[src/rtl/cfgl_pkg.sv]
package cfgl_pkg;

  localparam int CLS_W = 3;

  typedef enum logic [CLS_W-1:0] {
    TGT_COEF  = 3'd0,
    TGT_ROUND = 3'd1,
    TGT_LIMIT = 3'd2,
    TGT_CTRL  = 3'd3,
    TGT_RSV4  = 3'd4,
    TGT_RSV5  = 3'd5,
    TGT_RSV6  = 3'd6,
    TGT_RSV7  = 3'd7
  } tgt_e;

  typedef enum logic [1:0] {
    PH_ADDR = 2'd0,
    PH_DATA = 2'd1,
    PH_DONE = 2'd2
  } phase_e;

  function automatic logic tgt_known(input tgt_e t);
    return (t == TGT_COEF) || (t == TGT_ROUND) ||
           (t == TGT_LIMIT) || (t == TGT_CTRL);
  endfunction

endpackage

[src/rtl/cfgl_word_seq.sv]
module cfgl_word_seq
  import cfgl_pkg::*;
#(
  parameter int WORD_W    = 12,
  parameter int BANKS     = 8,
  parameter int REG_WORDS = 4,
  parameter int BYTE_W    = 8,
  parameter int IDX_W     = 4,
  parameter int SEL_W     = 4,
  parameter int CNT_W     = $clog2(BANKS),
  parameter int REG_W     = REG_WORDS * BYTE_W
) (
  input  logic              clk,
  input  logic              rst_n,
  input  logic              ld_n,
  input  logic              pause,
  input  logic [WORD_W-1:0] word,
  output logic              coef_we,
  output logic [CNT_W-1:0]  coef_bank,
  output logic [IDX_W-1:0]  coef_idx,
  output logic [WORD_W-1:0] coef_data,
  output logic              reg_we,
  output tgt_e              reg_tgt,
  output logic [SEL_W-1:0]  reg_sel,
  output logic [REG_W-1:0]  reg_val
);

  localparam int LO_W = WORD_W - CLS_W;
  localparam logic [CNT_W-1:0] LAST_COEF = CNT_W'(BANKS - 1);
  localparam logic [CNT_W-1:0] LAST_REG  = CNT_W'(REG_WORDS - 1);

  phase_e            phase_q;
  tgt_e              tgt_q;
  logic [LO_W-1:0]   addr_lo_q;
  logic [CNT_W-1:0]  cnt_q;
  logic [REG_W-1:0]  acc_q;
  logic              take;
  logic              data_take;
  logic              last_word;
  logic              is_coef;
  logic [REG_W-1:0]  merged;

  assign take      = !ld_n && !pause;
  assign data_take = take && (phase_q == PH_DATA);
  assign is_coef   = (tgt_q == TGT_COEF);
  assign last_word = is_coef ? (cnt_q == LAST_COEF) : (cnt_q == LAST_REG);

  // current byte merged over the bytes gathered so far
  always_comb begin
    merged = acc_q;
    for (int k = 0; k < REG_WORDS; k++) begin
      if (int'(cnt_q) == k) merged[k*BYTE_W +: BYTE_W] = word[BYTE_W-1:0];
    end
  end

  always_ff @(posedge clk) begin
    if (!rst_n) begin
      phase_q   <= PH_ADDR;
      tgt_q     <= TGT_COEF;
      addr_lo_q <= '0;
      cnt_q     <= '0;
      acc_q     <= '0;
    end else if (ld_n) begin
      phase_q <= PH_ADDR;
      cnt_q   <= '0;
    end else if (take) begin
      unique case (phase_q)
        PH_ADDR: begin
          tgt_q     <= tgt_e'(word[WORD_W-1 -: CLS_W]);
          addr_lo_q <= word[LO_W-1:0];
          cnt_q     <= '0;
          acc_q     <= '0;
          phase_q   <= tgt_known(tgt_e'(word[WORD_W-1 -: CLS_W])) ? PH_DATA : PH_DONE;
        end
        PH_DATA: begin
          if (!is_coef) acc_q <= merged;
          if (last_word) phase_q <= PH_DONE;
          else           cnt_q   <= cnt_q + 1'b1;
        end
        default: phase_q <= PH_DONE;
      endcase
    end
  end

  assign coef_we   = data_take && is_coef;
  assign coef_bank = cnt_q;
  assign coef_idx  = addr_lo_q[IDX_W-1:0];
  assign coef_data = word;
  assign reg_we    = data_take && !is_coef && last_word;
  assign reg_tgt   = tgt_q;
  assign reg_sel   = addr_lo_q[SEL_W-1:0];
  assign reg_val   = merged;

  a_r6_pause_holds_count: assert property (@(posedge clk) disable iff (!rst_n)
    (pause && !ld_n) |=> (cnt_q == $past(cnt_q)) && (phase_q == $past(phase_q)))
    else $error("R6 sequence position moved during pause");

  a_r8_high_restarts: assert property (@(posedge clk) disable iff (!rst_n)
    ld_n |=> (phase_q == PH_ADDR) && (cnt_q == '0))
    else $error("R8 sequence not back at address after ld_n high");

  a_r9_done_stays: assert property (@(posedge clk) disable iff (!rst_n)
    (phase_q == PH_DONE && !ld_n) |=> (phase_q == PH_DONE))
    else $error("R9 finished transaction left done phase");

endmodule

[src/rtl/cfgl_regfile.sv]
module cfgl_regfile
  import cfgl_pkg::*;
#(
  parameter int REG_W  = 32,
  parameter int SEL_W  = 4,
  parameter int HALF_W = REG_W / 2
) (
  input  logic              clk,
  input  logic              rst_n,
  input  logic              reg_we,
  input  tgt_e              reg_tgt,
  input  logic [SEL_W-1:0]  reg_sel,
  input  logic [REG_W-1:0]  reg_val,
  output logic [REG_W-1:0]  round_q,
  output logic [REG_W-1:0]  ctrl_q,
  output logic [SEL_W-1:0]  lim_sel,
  output logic [HALF_W-1:0] lim_upper,
  output logic [HALF_W-1:0] lim_lower
);

  localparam int NUM_LIM = 1 << SEL_W;

  logic [REG_W-1:0] lim_q [NUM_LIM];

  always_ff @(posedge clk) begin
    if (!rst_n) begin
      round_q <= '0;
      ctrl_q  <= '0;
    end else if (reg_we) begin
      if (reg_tgt == TGT_ROUND) round_q <= reg_val;
      if (reg_tgt == TGT_CTRL)  ctrl_q  <= reg_val;
    end
  end

  for (genvar g = 0; g < NUM_LIM; g++) begin : g_lim
    always_ff @(posedge clk) begin
      if (!rst_n) lim_q[g] <= '0;
      else if (reg_we && reg_tgt == TGT_LIMIT && reg_sel == SEL_W'(g))
        lim_q[g] <= reg_val;
    end
  end

  assign lim_sel   = ctrl_q[SEL_W-1:0];
  assign lim_upper = lim_q[lim_sel][REG_W-1 -: HALF_W];
  assign lim_lower = lim_q[lim_sel][HALF_W-1:0];

  a_r5_ctrl_only_on_write: assert property (@(posedge clk) disable iff (!rst_n)
    !(reg_we && reg_tgt == TGT_CTRL) |=> $stable(ctrl_q))
    else $error("R5 control register changed without a completing word");

endmodule

[src/rtl/cfgl_coef_banks.sv]
module cfgl_coef_banks #(
  parameter int BANKS  = 8,
  parameter int DEPTH  = 16,
  parameter int COEF_W = 12,
  parameter int BANK_W = $clog2(BANKS),
  parameter int IDX_W  = $clog2(DEPTH)
) (
  input  logic              clk,
  input  logic              rst_n,
  input  logic              wr_en,
  input  logic [BANK_W-1:0] wr_bank,
  input  logic [IDX_W-1:0]  wr_idx,
  input  logic [COEF_W-1:0] wr_data,
  input  logic [BANK_W-1:0] rd_bank,
  input  logic [IDX_W-1:0]  rd_idx,
  output logic [COEF_W-1:0] rd_data
);

  logic [COEF_W-1:0] bank_rd [BANKS];
  logic [BANKS-1:0]  bank_we;

  for (genvar b = 0; b < BANKS; b++) begin : g_bank
    logic [COEF_W-1:0] mem [DEPTH];

    assign bank_we[b] = wr_en && (wr_bank == BANK_W'(b));

    always_ff @(posedge clk) begin
      if (!rst_n) begin
        for (int i = 0; i < DEPTH; i++) mem[i] <= '0;
      end else if (bank_we[b]) begin
        mem[wr_idx] <= wr_data;
      end
    end

    assign bank_rd[b] = mem[rd_idx];

    a_r7_coef_commit: assert property (@(posedge clk) disable iff (!rst_n)
      bank_we[b] |=> (mem[$past(wr_idx)] == $past(wr_data)))
      else $error("R7 coefficient not committed on its own edge");
  end

  assign rd_data = bank_rd[rd_bank];

endmodule

[src/rtl/cfgl_loader.sv]
module cfgl_loader
  import cfgl_pkg::*;
#(
  parameter int WORD_W    = 12,
  parameter int BANKS     = 8,
  parameter int DEPTH     = 16,
  parameter int REG_WORDS = 4,
  parameter int BYTE_W    = 8,
  parameter int SEL_W     = 4,
  parameter int BANK_W    = $clog2(BANKS),
  parameter int IDX_W     = $clog2(DEPTH),
  parameter int REG_W     = REG_WORDS * BYTE_W,
  parameter int HALF_W    = REG_W / 2
) (
  input  logic              clk,
  input  logic              rst_n,
  input  logic              ld_n,
  input  logic              pause,
  input  logic [WORD_W-1:0] cf_word,
  input  logic [BANK_W-1:0] rd_bank,
  input  logic [IDX_W-1:0]  rd_idx,
  output logic [WORD_W-1:0] rd_coef,
  output logic [REG_W-1:0]  round_q,
  output logic [REG_W-1:0]  ctrl_q,
  output logic [SEL_W-1:0]  lim_sel,
  output logic [HALF_W-1:0] lim_upper,
  output logic [HALF_W-1:0] lim_lower
);

  logic              coef_we;
  logic [BANK_W-1:0] coef_bank;
  logic [IDX_W-1:0]  coef_idx;
  logic [WORD_W-1:0] coef_data;
  logic              reg_we;
  tgt_e              reg_tgt;
  logic [SEL_W-1:0]  reg_sel;
  logic [REG_W-1:0]  reg_val;

  cfgl_word_seq #(
    .WORD_W(WORD_W), .BANKS(BANKS), .REG_WORDS(REG_WORDS), .BYTE_W(BYTE_W),
    .IDX_W(IDX_W), .SEL_W(SEL_W), .CNT_W(BANK_W), .REG_W(REG_W)
  ) u_seq (
    .clk(clk), .rst_n(rst_n), .ld_n(ld_n), .pause(pause), .word(cf_word),
    .coef_we(coef_we), .coef_bank(coef_bank), .coef_idx(coef_idx),
    .coef_data(coef_data), .reg_we(reg_we), .reg_tgt(reg_tgt),
    .reg_sel(reg_sel), .reg_val(reg_val)
  );

  cfgl_regfile #(
    .REG_W(REG_W), .SEL_W(SEL_W), .HALF_W(HALF_W)
  ) u_regs (
    .clk(clk), .rst_n(rst_n), .reg_we(reg_we), .reg_tgt(reg_tgt),
    .reg_sel(reg_sel), .reg_val(reg_val), .round_q(round_q), .ctrl_q(ctrl_q),
    .lim_sel(lim_sel), .lim_upper(lim_upper), .lim_lower(lim_lower)
  );

  cfgl_coef_banks #(
    .BANKS(BANKS), .DEPTH(DEPTH), .COEF_W(WORD_W), .BANK_W(BANK_W), .IDX_W(IDX_W)
  ) u_coef (
    .clk(clk), .rst_n(rst_n), .wr_en(coef_we), .wr_bank(coef_bank),
    .wr_idx(coef_idx), .wr_data(coef_data), .rd_bank(rd_bank),
    .rd_idx(rd_idx), .rd_data(rd_coef)
  );

  a_r2_idle_no_change: assert property (@(posedge clk) disable iff (!rst_n)
    ld_n |=> $stable(round_q) && $stable(ctrl_q))
    else $error("R2 register changed while load enable inactive");

  a_r5_round_needs_word: assert property (@(posedge clk) disable iff (!rst_n)
    !$stable(round_q) |-> $past(!ld_n && !pause))
    else $error("R5 round register changed without an accepted word");

  a_r10_sel_tracks_ctrl: assert property (@(posedge clk) disable iff (!rst_n)
    lim_sel == ctrl_q[SEL_W-1:0])
    else $error("R10 limit select differs from control field");

endmodule

[config.mk]
export PLATFORM = sky130hd
export DESIGN_NAME = cfgl_loader
export DESIGN_NICKNAME = d
export VERILOG_FILES = /design/src/rtl/cfgl_pkg.sv /design/src/rtl/cfgl_word_seq.sv /design/src/rtl/cfgl_regfile.sv /design/src/rtl/cfgl_coef_banks.sv /design/src/rtl/cfgl_loader.sv
export SDC_FILE = /design/constraint.sdc
export NUM_CORES = 2
export LEC_CHECK = 0
export BUFFER_PORTS_ARGS = -buffer_cell sky130_fd_sc_hd__buf_2
export CAP_MARGIN = 40
export CORE_MARGIN = 2
export CORE_UTILIZATION = 55
export CTS_CLUSTER_DIAMETER = 200
export CTS_CLUSTER_SIZE = 16
export DETAILED_ROUTE_END_ITERATION = 7
export GPL_ROUTABILITY_DRIVEN = 0
export PLACE_DENSITY = 0.71
export SETUP_SLACK_MARGIN = 0.05
export SLEW_MARGIN = 20
export SYNTH_ARGS = -nofsm -noshare
export SYNTH_HDL_FRONTEND = slang
export SYNTH_SLANG_ARGS = --single-unit
[constraint.sdc]
create_clock -name clk -period 13.95 [get_ports clk]
set_input_delay 2.79 -clock clk [delete_from_list [all_inputs] [get_ports clk]]
set_output_delay 2.79 -clock clk [all_outputs]
set_load 0.02 [all_outputs]
==> out/qor.txt <==
Mapped Cells - 6184
CP startpoint kind - input port
Worst Path Max Fanout - 97
Main flop type after synthesis - edfxtp_1
Starting Density - 55.5%
Clock Skew - 0.0519 ns
Vias/cell - 6.46
Avg WL per Cell - 32.1 um
Hold_ws - 0.478 ns
Sequential element share of the synthesized area - 65.8%
Die area - 179000 sq um
CP dominant cell by count - mux4_2
Cell row count - 153
Nets@finish - 6179
CP max-delay cell - buf_12
Post-CTS Setup Bufs - 0
Clk sinks - 2160
Largest net degree at the start of global routing - 164
Clock Tree Buf Depth - 3
Clock transition at path regs - 0.08 ns
HPWL after DPL - 172000 um
Critical path data arrival time - 6.70 ns
Proportion of layout cells with a drive suffix above 1 - 23.2%
H-Tree Level Count - 4
Die X - 424 um
Hold wc startpoint - u_seq.acc_q[30]
RSZ-0062 raised after global routing - false
Root buf cell - clkbuf_16
Worst R2R Start - u_seq.reg_tgt[0]
Tmin final - 9.49 ns
Reg-to-reg slack, setup - 10.20 ns
Post-CTS Resized - 0
Skew-Pair Late Insertion Delay - 0.85 ns
Setup violators final - 0
I/O pin count - 135
Core ar. - 174000 sq um
Met1 WL - 99100 um
Async S/R FF share, synth - 0%
Status - finished, final reports clean
Post-synthesis cell area - 96800 sq um
DRT Pass-1 Iters - 6
Highest metal used - met5
Setup WS post-layout - 4.46 ns
Fmax - 0.105 GHz
Worst Path Required - 11.16 ns
Pwr per Cell Area - 117 nW/um^2
Worst Max-Slew Pin Slew - 1.09 ns
GRT Total Usage - 30.7%
Placed instance area - 102000 sq um
Detailed Route Iter0 Violations - 8350
Number of synthesized flops with an enable pin - 2048
Setup crit end kind - primary output
Crit Path Category - in2out
Setup TNS - 0 ns
Initial antenna violation count - 18
Aggregate global routing overflow - 0
Mapped Nets - 6213
# Max-Cap Violations - 0
Avg Synthesized Cell Area - 15.7 sq um
Period Utilization, post-route - 68.0%
Vias in the first global route - 54.3k
CTS Hold Bufs - 0
Worst slack, placed - 4.25 ns
RR Endpoint - u_coef.g_bank[6].mem[7][8]
HP Class - reg2reg
Synth-to-Final Area Change - 9.81%
Commonest cells after routing, fill and taps aside - edfxtp_1, and2_1, mux4_2
Routed wire length on met2 - 130000 um
Worst ir drop on vdd - 140 uV
Routed wl met3 - 33200 um
Via count - 55.1k
Register bit total from synthesis - 2160
Distinct cells, synth - 37
Worst Hold Path Cells - 2
Total power - 12.5 mW
Pins Over Slew Limit - 0
Synth warn - 0
Commonest non-fill, non-tap cell in the layout - edfxtp_1
DRT Wirelength - 274000 um
I/O Buffers - 134
Slew margin rel. - 27.5%
Final ANT Viol Nets - 0
Die height - 424 um
CP Cell Sequence - buf_8 -> buf_16 -> buf_12 -> mux4_2 -> mux4_2 -> mux4_2 -> mux2_2 -> buf_2
Hold Path End - u_seq.acc_q[30]
First-pass GRT wire length - 392000 um
Fin area - 106000 sq um
DRC - 0
CTS tree - built
Slowest stage delay, CP - 0.62 ns
Num CTS Buffers - 152
Leakage power - 37.8 nW
R2R cell count - 6
Final Hold Viols - 0
-- layer usage --
metal	vias to the layer above	GRT usage, %
met5	-	0
met4	8	12.5
met3	603	7.90
met2	3616	48.0
met1	28273	41.6
li1	22597	-
-- registers in the layout, summed over array words and instances (netlist names), named ones only --
register / cells
u_seq.reg_tgt: 3
u_seq.phase_q: 2
u_seq.addr_lo_q: 4
u_regs.lim_q: 512
u_seq.acc_q: 32
u_regs.ctrl_q: 32
u_regs.round_q: 32
u_seq.coef_bank: 3
u_coef.g_bank.mem: 1536
-- layout make-up --
cell class              instances  area [sq um]
fillers                     12414         68100
flip-flops and latches       2160         63800
clock buffers                 197          4040
repair buffers                450          4180
inverters                       6          22.5
diodes                          5          12.5
well taps                    2325          2910
multi-input cells            3380         31200
clock inverters                11           203
-- logic make-up after synthesis --
group | after synthesis | share of synthesized area, %
AOI/OAI and AO/OA | 205 | 1.48
adders and majority gates | 6 | 0.0775
buffers and inverters | 644 | 2.62
DFF | 2160 | 65.8
muxes | 715 | 16.0
and+or+nand+nor | 2454 | 14.0
-- worst max-delay path, delay by kind of cell --
| kind | cells | cell delay (ns) |
|---|---|---|
| buf+inv | 4 | 1.56 |
| mux | 4 | 2.13 |
-- worst max path at each step --
stage	depth (start not counted)	slack, ns	start	to
after CTS	7	4.23	rd_idx[0]	rd_coef[8]
after global placement	7	4.31	rd_idx[0]	rd_coef[8]
after detailed placement	7	4.25	rd_idx[0]	rd_coef[8]
final	8	4.46	rd_idx[0]	rd_coef[0]
after floorplan	6	5.92	rd_idx[0]	rd_coef[0]
after global routing	8	4.27	rd_idx[0]	rd_coef[0]
-- Yosys cell counts, drive strengths merged (2+ instances only) --
master | n | area [sq um]
buf | 85 | 443
o21ai | 99 | 495
and4 | 3 | 26.3
mux4 | 664 | 15000
o211a | 64 | 641
nor4 | 2 | 18.8
and2 | 1537 | 9620
nand2 | 108 | 405
mux2 | 12 | 135
nand4 | 6 | 37.5
or4b | 2 | 20.0
a21boi | 32 | 240
or3 | 33 | 206
ha | 6 | 75.1
mux2i | 39 | 390
nor2 | 607 | 2280
nand3 | 26 | 130
clkbuf | 553 | 2080
nor3 | 7 | 35.0
nor2b | 15 | 93.8
and3 | 48 | 300
edfxtp | 2048 | 61500
nand2b | 57 | 357
inv | 6 | 22.5
dfxtp | 112 | 2240
a21oi | 6 | 30.0
-- power breakdown --
group          switching [mW]  leakage, nW  internal, mW  total, mW
sequential             0.0834         21.8          7.28       7.37
clock                    2.20         2.05          2.03       4.23
combinational           0.540         13.9         0.336      0.875
total                    2.82         37.8          9.65       12.5
-- stage by stage --
stage / util [%] / instances
floorplan: - / 6184
global placement: 57.3 / 8165
detailed placement: 58.3 / 8301
CTS: 60.8 / 8509
global route: 61.0 / 8530
finish: 61.0 / 8534
Note: power is estimated with default switching activity, not from simulation.
